## config.mk

```make
export PLATFORM = sky130hd
export DESIGN_NAME = dual_stage_wdog
export DESIGN_NICKNAME = d
export VERILOG_FILES = /design/src/rtl/dual_stage_wdog.sv
export SDC_FILE = /design/constraint.sdc
export NUM_CORES = 1
export LEC_CHECK = 0
export BUFFER_PORTS_ARGS = -buffer_cell sky130_fd_sc_hd__buf_2
export CORE_MARGIN = 3
export CORE_UTILIZATION = 35
export CTS_CLUSTER_SIZE = 40
export DETAILED_ROUTE_END_ITERATION = 10
export PLACE_DENSITY = 0.51
export SYNTH_ARGS = -nofsm -noshare
export SYNTH_HDL_FRONTEND = slang
export SYNTH_SLANG_ARGS = --single-unit
export TNS_END_PERCENT = 20
```

## constraint.sdc

```tcl
create_clock -name clk_i -period 4.4 [get_ports clk_i]
set_input_delay 0.88 -clock clk_i [delete_from_list [all_inputs] [get_ports clk_i]]
set_output_delay 0.88 -clock clk_i [all_outputs]
set_load 0.03 [all_outputs]
```

## src/rtl/dual_stage_wdog.sv

```systemverilog
module dual_stage_wdog #(
  parameter int          DW       = 32,
  parameter int          AW       = 12,
  parameter logic [31:0] KEY      = 32'h1ACC_E551,
  parameter logic [DW-1:0] LOAD_RST = '1
) (
  input  logic          clk_i,
  input  logic          rst_ni,
  input  logic [AW-1:0] addr_i,
  input  logic          wr_en_i,
  input  logic [DW-1:0] wr_data_i,
  output logic [DW-1:0] rd_data_o,
  output logic          irq_o,
  output logic          rst_req_o
);
  localparam logic [AW-1:0] OFF_LOAD  = AW'(12'h000);
  localparam logic [AW-1:0] OFF_COUNT = AW'(12'h004);
  localparam logic [AW-1:0] OFF_CTRL  = AW'(12'h008);
  localparam logic [AW-1:0] OFF_CLR   = AW'(12'h00C);
  localparam logic [AW-1:0] OFF_RAW   = AW'(12'h010);
  localparam logic [AW-1:0] OFF_MASK  = AW'(12'h014);
  localparam logic [AW-1:0] OFF_LOCK  = AW'(12'hC00);
  localparam logic [AW-1:0] OFF_TMODE = AW'(12'hF00);
  localparam logic [AW-1:0] OFF_TOUT  = AW'(12'hF04);

  logic [DW-1:0] load_q, cnt_q;
  logic          en_q, rsten_q, raw_q, lock_q, tmode_q, sticky_q;
  logic [1:0]    tout_q;

  wire wr_ok   = wr_en_i && (!lock_q || addr_i == OFF_LOCK);
  wire masked  = raw_q && en_q;
  wire expired = en_q && cnt_q == '0;

  always_ff @(posedge clk_i or negedge rst_ni) begin
    if (!rst_ni) begin
      load_q   <= LOAD_RST;
      cnt_q    <= LOAD_RST;
      en_q     <= 1'b0;
      rsten_q  <= 1'b0;
      raw_q    <= 1'b0;
      lock_q   <= 1'b1;
      tmode_q  <= 1'b0;
      tout_q   <= 2'b00;
      sticky_q <= 1'b0;
    end else if (wr_ok) begin
      case (addr_i)
        OFF_LOAD: begin
          load_q <= wr_data_i;
          cnt_q  <= wr_data_i;
        end
        OFF_CTRL: begin
          en_q    <= wr_data_i[0];
          rsten_q <= wr_data_i[1];
          if (wr_data_i[0]) cnt_q <= load_q;
        end
        OFF_CLR: begin
          raw_q <= 1'b0;
          cnt_q <= load_q;
        end
        OFF_LOCK:  lock_q  <= (wr_data_i[31:0] != KEY);
        OFF_TMODE: tmode_q <= wr_data_i[0];
        OFF_TOUT:  tout_q  <= wr_data_i[1:0];
        default: ;
      endcase
    end else if (expired) begin
      cnt_q <= load_q;
      raw_q <= 1'b1;
      if (raw_q && rsten_q) sticky_q <= 1'b1;
    end else if (en_q) begin
      cnt_q <= cnt_q - DW'(1);
    end
  end

  always_comb begin
    rd_data_o = '0;
    case (addr_i)
      OFF_LOAD:  rd_data_o = load_q;
      OFF_COUNT: rd_data_o = cnt_q;
      OFF_CTRL:  rd_data_o[1:0] = {rsten_q, en_q};
      OFF_RAW:   rd_data_o[0] = raw_q;
      OFF_MASK:  rd_data_o[0] = masked;
      OFF_LOCK:  rd_data_o[0] = lock_q;
      OFF_TMODE: rd_data_o[0] = tmode_q;
      default: ;
    endcase
  end

  assign irq_o     = tmode_q ? tout_q[1] : masked;
  assign rst_req_o = tmode_q ? tout_q[0] : sticky_q;

  a_r2_count_down: assert property (@(posedge clk_i) disable iff (!rst_ni)
    en_q && cnt_q != '0 && !wr_en_i |=> cnt_q == $past(cnt_q) - DW'(1));

  a_r5_locked_ignore: assert property (@(posedge clk_i) disable iff (!rst_ni)
    lock_q && wr_en_i && addr_i != OFF_LOCK |=>
      $stable(load_q) && $stable(en_q) && $stable(rsten_q) && $stable(tmode_q));

  a_r6_clear_reload: assert property (@(posedge clk_i) disable iff (!rst_ni)
    wr_en_i && !lock_q && addr_i == OFF_CLR |=> !raw_q && cnt_q == $past(load_q));

  a_r7_reset_cause: assert property (@(posedge clk_i) disable iff (!rst_ni)
    $rose(sticky_q) |-> $past(raw_q) && $past(rsten_q) && $past(en_q));

  a_r8_reset_sticky: assert property (@(posedge clk_i) disable iff (!rst_ni)
    sticky_q |=> sticky_q);
endmodule

```

# Word level (Yosys, flattened, before mapping)
# Cells that the tools add are included.
# word_totals
reg_bits	72
latchBits	0
ram_bits	0
mem_bits_ro	0
output_inout_bits	34
elab_cells	54
mem_count	0
# op_classes
n_addsub	1
multipliers	0
div_mod_pow	0
n_lt_le_gt_ge	0
n_eq_ne	12
shift	0
muxes	13
n_bitwise	1
n_reduce_logical	18
# ops
cell	count
two-way mux 32 bit	4
case mux 32 bit (3 select lines)	1
case mux 30 bit (2 select lines)	1
== test 12 bit (second input constant)	3
zero test 32 bit	1
inequality test 32 x 29 -> 1 bit (second input constant)	1
subtractor 32 x 1 -> 32 bit (second input constant)	1
== test 12 x 4 -> 1 bit (second input constant)	2
== test 12 x 5 -> 1 bit (second input constant)	2
== test 12 x 3 -> 1 bit (second input constant)	1
zero test 12 bit	1
AND reduction 2 bit	6
case mux 1 bit (7 select lines)	1
AND reduction 3 bit	2
two-way mux 1 bit	5
logical AND 1 bit	4
inequality test 4 x 1 -> 1 bit (second input constant)	1
inequality test 3 bit (second input constant)	1
case mux 1 bit (3 select lines)	1
nonzero test 3 bit	1
inequality test 2 x 1 -> 1 bit (second input constant)	1
nonzero test 2 bit	1
zero test 1 bit	1
logical OR 1 bit	1
inverter 1 bit	1

# Logic depth before layout (Yosys ltp)
# Gate-level depths: netlist of run 1.
# depth
word_depth	5
mapped_depth	10
ltp_nobuf	8

# Least setup slack after synthesis of run 1
# OpenSTA, ideal clock, no wires.
# synth_path
path_type	input port to output port
startpoint	input addr_i[5]
endpoint	output rd_data_o[10]
t_arrival_ns	2.517
t_required_ns	3.520
slack_ns	1.003
cell_stages	5
path_cell_list	nor4_1 nand3_1 nor2_1 clkbuf_1 a22o_1
# synth_via
elab_chain_cells	2
word_cells_on_any_way	3
# synth_lines
element	line	rtl
start, declared	9	input logic [AW-1:0] addr_i,
== test 12 x 3 -> 1 bit / zero test 12 bit (equally long branches)	76	case (addr_i)
case mux 30 bit (2 select lines) (*)	76	
end, declared	12	output logic [DW-1:0] rd_data_o,
# Every way passes the cells marked *; elsewhere a longest branch is shown, timed or not.

# Worst setup path after layout of run 1
# layout_path
startpoint	input addr_i[4]
endpoint	output rd_data_o[19]
# Same word-level chain as after synthesis.

==> impl_metrics.csv, run 1 <==
group,metric,value,unit
synth,synth.top_cells.by_count,"nand2_1 (73), dfstp_2 (65), nor2_1 (50)",
synth,synth_edf_count,0,
detailed_routing,wl,15800,um
clock_network,htreeDepth,3,
placed_design,placed_cell_area,5490,um^2
finish,final_cells,794,
finish,nets,661,
flow_run,cap_violations,0,
floorplanning,die_area,15300,um^2
sta,hold_viol_final,0,
clock_network,cts_tree,"done",
critical_path,cp_max_fo,17,
finish,stdcell_area,5810,um^2
floorplanning,row_count,42,
finish,antennaDiodeCount,0,
synth,yosysMostFrequentCell,"nand2_1",
critical_path,critPathArrivalTime,2910,ps
placed_design,gp_congestion,0.829,
clock_network,cts_inserted_buffers,9,
power,power_frac_comb,0.128,
floorplanning,start_util,0.363,
sta,fin_crit,3790,ps
synth,yosys-top-cells-area,"dfstp_2 (35%), mux2_2 (8.3%), a22o_1 (7.9%)",
global_route,grt_pass1_wl,25200,um
detailed_routing,detail-route-antenna-nets,0,
sta,tns,0,ps
clock_network,cts_resized,0,
detailed_routing,vias_per_cell,5.76,
synth,yosys_warnings,0,
floorplanning,io-pin-count,81,
sta,max_slew_margin,0.339,
critical_path,cp-end-kind,"output port",
finish,drive_gt1_frac,0.382,
global_route,first_global_vias,4524,
placed_design,place_hpwl,11100,um
finish,layout-area-overhead-vs-synth,19.5,%
sta,fin_skew,7.09,ps
sta,clock.fmax,264,MHz
global_route,grtUsageTotal,0.215,
global_route,antenna_found_initial,0,
run_status,status,"finished clean",
power,power_density,313,nW/um^2
synth,avgSynthCellArea,9.03,um^2
power,p_total,1.82,mW
floorplanning,coreArea,13400,um^2
synth,synth_nets,586,
power,switchingPower,0.485,mW
synth,synthFlopType,"dfstp_2",
floorplanning,die_width,124,um
sta,setup_viol,0,
sta,rsz0062_at_grt,"no",
detailed_routing,firstDrtPassIters,5,
clock_network,cts_max_path_buffers,2,
min_path,hp-class,"reg -> reg",
synth,synth_cell_types,65,
synth,netlist_area,4860,um^2
critical_path,criticalPathCategory,"in -> out",
synth,ys_seq_area_frac,0.388,
placed_design,dp_cells,778,
clock_network,root_buffer,"clkbuf_16",
synth,async_flop_share,1.00,
clock_network,cts_num_sinks,72,
finish,nFillCells,1326,
clock_network,clk_latency,350,ps
sta,worst_slack,607,ps
sta,report.final.slew_viol_count,0,
detailed_routing,first_iter_violations,327,
power,p_sw_frac,0.267,
synth,synthCells,538,
clock_network,cts_setup_buffers,0,
power,clockPowerShare,0.446,
synth,synth-seq-cells,72,
power,ir_drop,0.209,mV
detailed_routing,wl_per_cell,19.9,um
critical_path,critPathLaunchType,"primary input",
sta,whs,508,ps
clock_network,cts_hold_buf,0,
synth,yosys.area.top_type,"dfstp_2",
sta,post-route-period-util,0.862,
sta,tightestPinTransition,991,ps
detailed_routing,drc,0,
clock_network,cts.clk_slew.worst_paths,60,ps
global_route,grt_max_degree,42,
power,p_int,1.33,mW
placed_design,port_buffers,80,
floorplanning,die_y,124,um
power,pwr-share-seq,0.426,
synth,synth_top_area_frac,0.352,
detailed_routing,num_vias,4571,
placed_design,pre_cts_ws,651,ps
critical_path,cp_data_required_time,3520,ps
power,p_leak,2.54,nW
global_route,overflow,0,
finish,final_util,0.433,
-- per-layer routing --
layer	GRT usage	routed length (um)	part of all wire
met3	0.0522	925	0.059
met2	0.334	7310	0.46
met5	0	0	0
met4	0.0727	245	0.016
met1	0.294	7290	0.46
-- cell type report --
type,count,area [um^2],share of cell area
Clock buffer,10,239,0.0411
Clock inverter,6,82.6,0.0142
Sequential cell,72,1880,0.324
Tap cell,176,220,0.0379
Timing Repair Buffer,99,543,0.0935
Multi-Input combinational cell,425,2820,0.485
Inverter,6,22.5,0.00388
-- power groups by stage --
stage,clock network (mW),logic [mW],registers [mW]
2_1_floorplan,0,0.147,0.765
3_3_place_gp,0,0.230,0.783
3_5_place_dp,0,0.232,0.784
4_1_cts,0.829,0.233,0.774
5_1_grt,0.858,0.261,0.781
6_report,0.811,0.233,0.775
-- cell families (layout without fill, tap and decap cells) --
logic type	count (synthesis)	after routing	synth area share
and+or+nand+nor	212	212	0.222
AOI/OAI and AO/OA	154	154	0.226
DFF	72	72	0.388
muxes	48	48	0.108
buffers and inverters	41	121	0.0358
xor gates and xnor gates	10	10	0.0180
adders and majority gates	1	1	0.00257
-- cells in the final DEF, fill, tap and decap left out, drive strengths merged, types with 7 or more instances in the layout --
master / instances
a21oi: 16
a22o: 44
a31oi: 16
buf: 99
clkbuf: 10
dfrtp: 7
dfstp: 65
mux2: 36
mux2i: 12
nand2: 73
nand2b: 7
nand3: 8
nand4: 10
nor2: 51
nor3: 17
o211ai: 7
o21ai: 37
xnor2: 8
-- state kept, by name, summed over array words and instances (netlist names) --
signal    count
tout_q        2
raw_q         1
sticky_q      1
cnt_q        32
lock_q        1
rsten_q       1
en_q          1
tmode_q       1
load_q       32
-- worst paths after layout --
kind,startpoint,endpoint,slack [ps],depth (start not counted)
max,addr_i[4],rd_data_o[19],610,7
min,sticky_q,sticky_q,510,1
max reg2reg,cnt_q[24],cnt_q[2],1300,7
min reg2reg,sticky_q,sticky_q,510,1
max in group asynchronous,rst_ni,cnt_q[12],2690,2
min in group asynchronous,rst_ni,tmode_q,690,1
-- worst max-delay path: stages --
cell	delay, ps
buf_2	120
nor4_1	600
nand3_1	390
nor2_2	240
buf_4	280
a22o_1	200
buf_2	200
No activity file was read; power rests on OpenSTA's default activity.
==> run 2, diff against run 1 <==
MAX_ROUTING_LAYER = met4   (was not set)
SETUP_SLACK_MARGIN = 0.1   (was not set)
==> run 2 against run 1 <==
  * Sequential power hardly changed
  * Clock-buffer cell count unchanged
  * Clock power hardly changed
  * Power barely moved
  * Combinational power about the same
  * Die area is the same
  * Largest power group unchanged
==> impl_metrics.csv, run 2 (same netlist as run 1, synthesis figures left out) <==
group,metric,value,unit
detailed_routing,wl,15800,um
flow_run,cap_violations,0,
placed_design,port_buffers,80,
critical_path,cp_data_required_time,3520,ps
detailed_routing,wl_per_cell,19.8,um
finish,drive_gt1_frac,0.382,
clock_network,cts_tree,"done",
floorplanning,start_util,0.363,
placed_design,placed_cell_area,5490,um^2
floorplanning,die_width,124,um
global_route,overflow,0,
power,power_density,313,nW/um^2
finish,reg.largest.list,"cnt_q (32), load_q (32), tout_q (2)",
finish,final_common_cell,"buf_2",
finish,layout-area-overhead-vs-synth,19.5,%
critical_path,criticalPathCategory,"in -> out",
power,p_total,1.82,mW
global_route,first_global_vias,4522,
global_route,grtUsageTotal,0.222,
power,ir_drop,0.209,mV
sta,report.final.slew_viol_count,0,
sta,fin_crit,3800,ps
floorplanning,coreArea,13400,um^2
sta,post-route-period-util,0.864,
clock_network,cts_hold_buf,0,
detailed_routing,first_iter_violations,359,
detailed_routing,num_vias,4585,
detailed_routing,detail-route-antenna-nets,0,
detailed_routing,drc,0,
min_path,hp-class,"reg -> reg",
power,p_leak,2.54,nW
sta,tightestPinTransition,989,ps
clock_network,htreeDepth,3,
critical_path,critPathLaunch,"addr_i[4]",
clock_network,cts_resized,0,
finish,nets,661,
detailed_routing,wl_met1,7240,um
finish,stdcell_area,5810,um^2
global_route,grt_max_degree,42,
critical_path,critPathLaunchType,"primary input",
global_route,antenna_found_initial,0,
global_route,grt_pass1_wl,25200,um
clock_network,clk_latency,350,ps
detailed_routing,firstDrtPassIters,5,
sta,hold_viol_final,0,
min_path,min-delay-start,"sticky_q",
detailed_routing,vias_per_cell,5.77,
clock_network,cts.clk_slew.worst_paths,60,ps
sta,whs,512,ps
placed_design,gp_congestion,0.842,
critical_path,critPathArrivalTime,2920,ps
critical_path,r2r-start,"cnt_q[24]",
floorplanning,die_y,124,um
clock_network,cts_num_sinks,72,
critical_path,cp-end-kind,"output port",
finish,final_cell_mix,"buf_2 (80), nand2_1 (73), dfstp_2 (65)",
detailed_routing,wl_met2,7320,um
floorplanning,row_count,42,
critical_path,cp_max_fo,17,
floorplanning,io-pin-count,81,
sta,setup_viol,0,
sta,tns,0,ps
detailed_routing,routed.top_layer,"met4",
sta,fin_skew,7.35,ps
sta,rsz0062_at_grt,"no",
clock_network,root_buffer,"clkbuf_16",
placed_design,place_hpwl,11100,um
clock_network,cts_setup_buffers,0,
detailed_routing,wl_met3,979,um
clock_network,cts_max_path_buffers,2,
sta,clock.fmax,263,MHz
run_status,status,"finished clean",
sta,max_slew_margin,0.341,
finish,nFillCells,1326,
clock_network,cts_inserted_buffers,9,
floorplanning,die_area,15300,um^2
finish,antennaDiodeCount,0,
==> run 2: metrics by stage <==
stage               utilization  std cells  setup slack, ps
floorplan                     -        538             1000
global placement          0.409        778              661
detailed placement        0.409        778              651
CTS                       0.433        794              639
global route              0.433        794              486
finish                    0.433        794              598
==> run 2: critical path: stages <==
cell	delay, ps
buf_2	120
nor4_1	610
nand3_1	390
nor2_2	240
buf_4	280
a22o_1	200
buf_2	200
==> run 2: per-layer routing <==
metal  track usage  up-vias
met2         0.333      157
met5             -        -
met4        0.0727        0
met1         0.296     2228
met3        0.0509       23
li1              -     2177
==> run 2: path summary, 6_finish.rpt <==
| check | slack [ps] | endpoint | cells past startpoint |
|---|---|---|---|
| worst max-delay path | 600 | rd_data_o[19] | 7 |
| worst min-delay path | 510 | sticky_q | 1 |
| worst max register to register | 1300 | cnt_q[2] | 7 |
| worst min register to register | 510 | sticky_q | 1 |
| max in group asynchronous | 2700 | cnt_q[12] | 2 |
| min in group asynchronous | 680 | tmode_q | 1 |
==> run 2: final cells by class <==
class	count	area, um^2	area share
Clock buffer	10	239	0.0411
Tap cell	176	220	0.0379
Multi-Input combinational cell	425	2820	0.485
Sequential cell	72	1880	0.324
Inverter	6	22.5	0.00388
Timing Repair Buffer	99	543	0.0935
Clock inverter	6	82.6	0.0142
==> run 2: report_power, final <==
group          total (mW)  switching [mW]  internal (mW)
Combinational       0.233           0.132          0.101
Sequential          0.775          0.0513          0.724
Clock               0.809           0.301          0.509
